--- src/rtl/pwmg_pkg.sv ---
package pwmg_pkg;

    localparam int NCH   = 2;   // number of PWM pins
    localparam int NEVT  = 4;   // number of counter events

    // 2-bit action applied to a raw output when an event is flagged
    typedef enum logic [1:0] {
        ACT_KEEP   = 2'b00,
        ACT_TOGGLE = 2'b01,
        ACT_LOW    = 2'b10,
        ACT_HIGH   = 2'b11
    } act_e;

    // action table of one output, MSB first
    typedef struct packed {
        act_e cmpb_dn;
        act_e cmpb_up;
        act_e cmpa_dn;
        act_e cmpa_up;
        act_e at_load;
        act_e at_zero;
    } act_tbl_t;

    localparam int ACT_W = $bits(act_tbl_t);

    // event flags, bit 0 = zero
    typedef struct packed {
        logic cmpb;
        logic cmpa;
        logic at_load;
        logic at_zero;
    } evt_t;

    function automatic logic apply_act(input logic cur, input act_e a);
        logic r;
        unique case (a)
            ACT_KEEP:   r = cur;
            ACT_TOGGLE: r = ~cur;
            ACT_LOW:    r = 1'b0;
            default:    r = 1'b1;
        endcase
        return r;
    endfunction

endpackage

--- src/rtl/pwmg_counter.sv ---
module pwmg_counter
    import pwmg_pkg::*;
#(
    parameter int CW = 16
) (
    input  logic          clk,
    input  logic          rst,
    input  logic          run,
    input  logic          updown,
    input  logic          sync_upd,
    input  logic [CW-1:0] load_in,
    input  logic [CW-1:0] cmpa_in,
    input  logic [CW-1:0] cmpb_in,
    output evt_t          evt_o,
    output logic          dir_up_o
);

    logic [CW-1:0] cnt_q, cnt_nxt;
    logic [CW-1:0] load_sh, cmpa_sh, cmpb_sh;
    logic [CW-1:0] load_c, cmpa_c, cmpb_c;
    logic          dir_q;
    logic          at_zero, take, going_up;

    assign at_zero = (cnt_q == '0);
    // new values are taken every cycle in immediate mode, at zero otherwise
    assign take    = !sync_upd || (run && at_zero);

    assign load_c  = take ? load_in : load_sh;
    assign cmpa_c  = take ? cmpa_in : cmpa_sh;
    assign cmpb_c  = take ? cmpb_in : cmpb_sh;

    // direction of the step leaving the current count
    assign going_up = updown && (cnt_q < load_c) && (at_zero || dir_q);

    always_comb begin
        if (going_up)
            cnt_nxt = cnt_q + 1'b1;
        else if (at_zero)
            cnt_nxt = load_c;
        else
            cnt_nxt = cnt_q - 1'b1;
    end

    always_ff @(posedge clk) begin
        if (rst) begin
            cnt_q <= '0;
            dir_q <= 1'b0;
        end else if (run) begin
            cnt_q <= cnt_nxt;
            dir_q <= going_up;
        end
    end

    always_ff @(posedge clk) begin
        if (rst) begin
            load_sh <= '0;
            cmpa_sh <= '0;
            cmpb_sh <= '0;
        end else if (take) begin
            load_sh <= load_in;
            cmpa_sh <= cmpa_in;
            cmpb_sh <= cmpb_in;
        end
    end

    always_comb begin
        evt_o.at_zero = run && at_zero;
        evt_o.at_load = run && (cnt_q == load_c);
        evt_o.cmpa    = run && (cnt_q == cmpa_c);
        evt_o.cmpb    = run && (cnt_q == cmpb_c);
    end

    assign dir_up_o = going_up;

    // one step down per enabled cycle in down mode
    a_r2_down_step: assert property (@(posedge clk) disable iff (rst)
        (run && !updown && !at_zero) |=> (cnt_q == $past(cnt_q) - 1'b1));

    // reload from the period value at zero in down mode
    a_r2_reload: assert property (@(posedge clk) disable iff (rst)
        (run && !updown && at_zero) |=> (cnt_q == $past(load_c)));

    // at the top of an up/down period the counter turns downward
    a_r3_turn_down: assert property (@(posedge clk) disable iff (rst)
        (run && updown && !at_zero && (cnt_q == load_c)) |=> (cnt_q == $past(cnt_q) - 1'b1));

    // counter frozen while not running
    a_r6_frozen: assert property (@(posedge clk) disable iff (rst)
        !run |=> $stable(cnt_q));

    // held values change only at a running zero in synchronized mode
    a_r7_shadow_hold: assert property (@(posedge clk) disable iff (rst)
        (sync_upd && !(run && at_zero)) |=>
            ($stable(load_sh) && $stable(cmpa_sh) && $stable(cmpb_sh)));

endmodule

--- src/rtl/pwmg_action.sv ---
module pwmg_action
    import pwmg_pkg::*;
(
    input  logic     clk,
    input  logic     rst,
    input  evt_t     evt_i,
    input  logic     dir_up_i,
    input  act_tbl_t tbl_i,
    output logic     raw_o
);

    logic raw_q, raw_nxt;

    // fixed application order: zero, period, compare A, compare B
    always_comb begin
        raw_nxt = raw_q;
        if (evt_i.at_zero)
            raw_nxt = apply_act(raw_nxt, tbl_i.at_zero);
        if (evt_i.at_load)
            raw_nxt = apply_act(raw_nxt, tbl_i.at_load);
        if (evt_i.cmpa)
            raw_nxt = apply_act(raw_nxt, dir_up_i ? tbl_i.cmpa_up : tbl_i.cmpa_dn);
        if (evt_i.cmpb)
            raw_nxt = apply_act(raw_nxt, dir_up_i ? tbl_i.cmpb_up : tbl_i.cmpb_dn);
    end

    always_ff @(posedge clk) begin
        if (rst)
            raw_q <= 1'b0;
        else
            raw_q <= raw_nxt;
    end

    assign raw_o = raw_q;

    // a raw level holds through cycles without events
    a_r4_quiet_hold: assert property (@(posedge clk) disable iff (rst)
        (evt_i == '0) |=> $stable(raw_o));

endmodule

--- src/rtl/pwmg_edge_dly.sv ---
module pwmg_edge_dly #(
    parameter int DW = 12
) (
    input  logic          clk,
    input  logic          rst,
    input  logic          in_i,
    input  logic [DW-1:0] dly_i,
    output logic          out_o
);

    logic [DW-1:0] wait_q;

    // counts cycles the input has been high, saturating at the delay
    always_ff @(posedge clk) begin
        if (rst || !in_i)
            wait_q <= '0;
        else if (wait_q < dly_i)
            wait_q <= wait_q + 1'b1;
    end

    assign out_o = in_i && (wait_q >= dly_i);

    // with a nonzero delay a rising output follows a high input
    a_r8_rise_waits: assert property (@(posedge clk) disable iff (rst)
        ($rose(out_o) && (dly_i != '0)) |-> $past(in_i));

endmodule

--- src/rtl/pwm_dbgen.sv ---
module pwm_dbgen
    import pwmg_pkg::*;
#(
    parameter int CW = 16,
    parameter int DW = 12
) (
    input  logic             clk,
    input  logic             rst,
    input  logic             run,
    input  logic             updown,
    input  logic             sync_upd,
    input  logic [CW-1:0]    load_val,
    input  logic [CW-1:0]    cmpa_val,
    input  logic [CW-1:0]    cmpb_val,
    input  logic [ACT_W-1:0] act_a,
    input  logic [ACT_W-1:0] act_b,
    input  logic             db_en,
    input  logic [DW-1:0]    db_rise,
    input  logic [DW-1:0]    db_fall,
    input  logic [NCH-1:0]   out_en,
    input  logic [NCH-1:0]   out_inv,
    input  logic             fault,
    input  logic [NCH-1:0]   fault_lvl,
    output logic [NCH-1:0]   pwm_out,
    output logic [NEVT-1:0]  pwm_evt
);

    evt_t           evt;
    logic           dir_up;
    logic [NCH-1:0] raw;
    logic [NCH-1:0] shaped;
    logic           dly_t, dly_c;
    act_tbl_t       tbl [NCH];

    assign tbl[0] = act_tbl_t'(act_a);
    assign tbl[1] = act_tbl_t'(act_b);

    pwmg_counter #(.CW(CW)) u_cnt (
        .clk      (clk),
        .rst      (rst),
        .run      (run),
        .updown   (updown),
        .sync_upd (sync_upd),
        .load_in  (load_val),
        .cmpa_in  (cmpa_val),
        .cmpb_in  (cmpb_val),
        .evt_o    (evt),
        .dir_up_o (dir_up)
    );

    for (genvar g = 0; g < NCH; g++) begin : g_act
        pwmg_action u_act (
            .clk      (clk),
            .rst      (rst),
            .evt_i    (evt),
            .dir_up_i (dir_up),
            .tbl_i    (tbl[g]),
            .raw_o    (raw[g])
        );
    end

    // dead band: true side and complement both made from raw output 0
    pwmg_edge_dly #(.DW(DW)) u_dly_t (
        .clk   (clk),
        .rst   (rst),
        .in_i  (raw[0]),
        .dly_i (db_rise),
        .out_o (dly_t)
    );

    pwmg_edge_dly #(.DW(DW)) u_dly_c (
        .clk   (clk),
        .rst   (rst),
        .in_i  (~raw[0]),
        .dly_i (db_fall),
        .out_o (dly_c)
    );

    assign shaped = db_en ? {dly_c, dly_t} : raw;

    for (genvar g = 0; g < NCH; g++) begin : g_pin
        assign pwm_out[g] = fault ? fault_lvl[g]
                                  : (out_en[g] & (shaped[g] ^ out_inv[g]));
    end

    assign pwm_evt = evt;

    // complementary dead-band pair never high together
    a_r8_no_overlap: assert property (@(posedge clk) disable iff (rst)
        db_en |-> !(dly_t && dly_c));

endmodule

--- config.mk ---
export PLATFORM = sky130hd
export DESIGN_NAME = pwm_dbgen
export DESIGN_NICKNAME = d
export VERILOG_FILES = /design/src/rtl/pwmg_pkg.sv /design/src/rtl/pwmg_counter.sv /design/src/rtl/pwmg_action.sv /design/src/rtl/pwmg_edge_dly.sv /design/src/rtl/pwm_dbgen.sv
export SDC_FILE = /design/constraint.sdc
export NUM_CORES = 1
export LEC_CHECK = 0
export ABC_AREA = 0
export CORE_MARGIN = 4
export CORE_UTILIZATION = 40
export DETAILED_ROUTE_END_ITERATION = 8
export SYNTH_ARGS = -nofsm -noshare
export SYNTH_HDL_FRONTEND = slang
export SYNTH_HIERARCHICAL = 1
export SYNTH_SLANG_ARGS = --single-unit
--- constraint.sdc ---
create_clock -name clk -period 7 [get_ports clk]
set_clock_uncertainty 0.1 [all_clocks]
set_input_delay 1.4 -clock clk [delete_from_list [all_inputs] [get_ports clk]]
set_output_delay 1.4 -clock clk [all_outputs]
set_load 0.05 [all_outputs]
==> results of run 1 <==
## registers in the layout, indices dropped and copies added, names as in the netlist
signal             count
u_dly_c/wait_q        12
u_cnt/load_sh         16
u_cnt/cmpa_sh         16
u_cnt/cmpb_sh         16
u_cnt/dir_q            1
g_act.u_act/raw_o      2
u_dly_t/wait_q        12
u_cnt/cnt_q           16
## power by group through the flow
stage                     combinational, mW  clock (mW)  sequential, mW
after floorplan                        1.14           0           0.655
after global placement                 1.36           0           0.798
after detailed placement               1.36           0           0.797
after CTS                              1.36       0.494           0.786
after global routing                   1.53       0.518           0.803
final                                  1.39       0.483           0.790
## worst max-delay path, cell delays in order
cell and delay, ns:
clkdlybuf4s50_1 0.45, inv_1 0.04, ha_1 0.31, nand4_2 0.14, or3_4 0.43, a21oi_4 0.46, o31a_1 0.23, mux2i_1 0.09
xor2_1 0.15, o21ai_1 0.13, clkdlybuf4s50_1 0.81
## layer usage
metal,vias to the layer above,GRT usage [%]
met2,232,32.3
met4,0,6.32
met1,3042,29.3
met5,-,0
met3,24,3.88
li1,3219,-
## final timing paths
| check | startpoint | endpoint | slack, ns | cells past startpoint |
|---|---|---|---|---|
| setup / recovery | db_rise[11] | pwm_out[0] | 0.86 | 11 |
| hold / removal | u_dly_c/wait_q[6] | u_dly_c/wait_q[6] | 0.39 | 2 |
| setup reg to reg | u_cnt/cnt_q[0] | g_act[0].u_act/raw_o | 1.44 | 19 |
| hold reg to reg | u_dly_c/wait_q[6] | u_dly_c/wait_q[6] | 0.39 | 2 |
## cells by family after synthesis
logic type	synth area share, %
AO/OA/AOI/OAI	19.3
XOR/XNOR	5.80
AND/OR/NAND/NOR	21.3
multiplexers	12.1
adder cells (fa/ha/maj)	8.11
buffers and inverters	7.19
flip-flops	26.2
## synthesized netlist by cell type, types with 4 or more instances
cell       n
dfxtp_1   91
nor2_1    91
mux2i_1   73
a21oi_1   58
inv_1     49
ha_1      45
nand2_1   43
nand3_1   36
xnor2_1   32
clkbuf_1  24
o31ai_1   23
or4_1     19
nand4_1   17
o21ai_0   15
buf_2     14
xor2_1    14
nor3_1    10
a21oi_2    8
o32ai_1    8
a21boi_0   7
and2_1     7
nor4_1     7
and4_1     6
nand2b_1   6
nor2b_1    6
o211ai_1   6
a222oi_1   5
buf_6      5
o21ai_1    5
a21o_1     4
mux2_1     4
o21a_1     4
## through the flow
step / worst slack, ns / cell area, um2 / instances / total power [mW]
floorplan: 0.629 / 6940 / 830 / 1.80
detailed placement: 0.836 / 8190 / 1127 / 2.15
CTS: 0.844 / 8480 / 1143 / 2.65
global placement: 0.868 / 8190 / 1127 / 2.15
global route: 0.650 / 8480 / 1143 / 2.85
finish: 0.856 / 8480 / 1143 / 2.66
## layout make-up
| cell class | count | area (um2) |
|---|---|---|
| Tap cell | 220 | 275 |
| Inverter | 51 | 194 |
| Timing Repair Buffer | 129 | 1280 |
| Clock buffer | 10 | 239 |
| Multi-Input combinational cell | 636 | 4620 |
| Clock inverter | 6 | 47.5 |
| Fill cell | 1687 | 8340 |
| Sequential cell | 91 | 1820 |
==> metrics.md, run 1 <==
| Metric | Value |
|---|---|
| Core area | `approximately 17000 um2` |
| Iteration-0 DRC Markers | `roughly 480` |
| CP Class | `input port to output pin` |
| Metal3 WL | `approximately 1.3 mm` |
| Total I/O pin count | `115` |
| Status | `completed` |
| Area growth, synth to finish | `22.1%` |
| Syn avg cell area | `between 8 and 9 um2` |
| Diode count | `0` |
| Yosys top cell area share | `26.2%` |
| H-Tree Depth | `3` |
| LEAKAGE | `between 3 and 4 nW` |
| Number of synthesized flops with an enable pin | `0` |
| Commonest non-fill, non-tap cell in the layout | `clkdlybuf4s50_1` |
| First-pass GRT wire length | `33.3 mm` |
| Hold crit path type | `flop to flop` |
| Fin util | `50.4%` |
| Largest net degree at the start of global routing | `75` |
| Setup bufs post-CTS | `0` |
| Vias per cell | `5.70` |
| CP required | `approximately 5.5 ns` |
| Critical path capture point type | `output pin` |
| Die Span Y | `140 um` |
| Final net count | `roughly 1.1k` |
| Die Area | `19500 um2` |
| TritonCTS Sinks | `91` |
| Final Slew Violations | `0` |
| Die X | `~140 um` |
| CTS buffer count | `9` |
| Slew margin rel. | `31.3%` |
| Via count | `roughly 6.5k` |
| Clk_lat worst skew | `~0.35 ns` |
| Clk network pwr share | `around 18%` |
| Routed WL | `20.6 mm` |
| CTS tree | `done` |
| Startpoint types | `input port` |
| Max Clock Freq | `163 MHz` |
| Unique cell type count in the Yosys netlist | `77` |
| Max-Cap Viols | `0` |
| Post-detail-place hpwl | `about 15 mm` |
| Initial antenna violation count | `0` |
| Synth area leader | `dfxtp_1` |
| Vias in the first global route | `6169` |
| RSZ-0062 raised after global routing | `no` |
| Site Rows | `47` |
| P per Cell Area | `314 nW/um2` |
| Peak supply drop | `0.000194 V` |
| Hold slack | `0.392 ns` |
| Gate Count Post-Synth | `830` |
| Post-route DRC violation count | `0` |
| Synth area leaders | `dfxtp_1 (26%), mux2i_1 (11%), ha_1 (8.1%)` |
| Yosys Warn Count | `6` |
| Flop pwr share | `29.7%` |
| Netlist Area Pre-Place | `6940 um2` |
| Layout cells sized above 1 | `8.34%` |
| Gate power share | `52.1%` |
| Routability Congestion | `roughly 0.9` |
| WL met1 | `9.81 mm` |
| Clock root buffer | `clkbuf_16` |
| Maximum fanout along the worst path | `22` |
| Sequential area share after synthesis | `26.2%` |
| Synthesis-stage register bit count | `just over 90` |
| Antenna-violating nets left | `0` |
| Hold Buf Count CTS | `0` |
| Final worst-path cycle share | `87.8%` |
| # port buffers | `114` |
| Starting Density | `41.3%` |
| Global Route Usage Sum | `roughly a fifth` |
| Slew @ Worst Pin | `1.03 ns` |
| Worst Path Arrival | `4.64 ns` |
| 1st-pass router iterations | `5` |
| Main synth FF type | `dfxtp_1` |
| Highest routed layer | `met4` |
| Psw | `1.19 mW` |
| GRT Residual Overflow | `0` |
| Post-cts resize count | `0` |
| Wire per inst | `18.0 um` |
| Tmin final | `roughly 6 ns` |
| Ys async rst share | `0%` |
| Commonest cells after routing, fill and taps aside | `clkdlybuf4s50_1 (110), nor2_1 (91), dfxtp_1 (91)` |
| Worst-case clock buffer depth | `2` |
| Final hold vios | `0` |
| Met2 routed wirelength | `roughly 9.1 mm` |
| Post-synth net total | `984` |
| Pint | `1.47 mW` |
| Final setup fails | `0` |
| TNS Setup | `0 ns` |
| Worst-path clk slew | `~0.070 ns` |
| Sw frac | `between 40 and 50%` |
Note: power is estimated with default switching activity, not from simulation.
==> run 2, diff against run 1 <==
--- a/config.mk
+++ b/config.mk
@@ -9,6 +9,7 @@
 export CORE_MARGIN = 4
 export CORE_UTILIZATION = 40
 export DETAILED_ROUTE_END_ITERATION = 8
+export SKIP_CTS_REPAIR_TIMING = 1
 export SYNTH_ARGS = -nofsm -noshare
 export SYNTH_HDL_FRONTEND = slang
 export SYNTH_HIERARCHICAL = 1
==> results of run 2 <==
No change in the layout: final DEF, timing and power equal those of run 1.
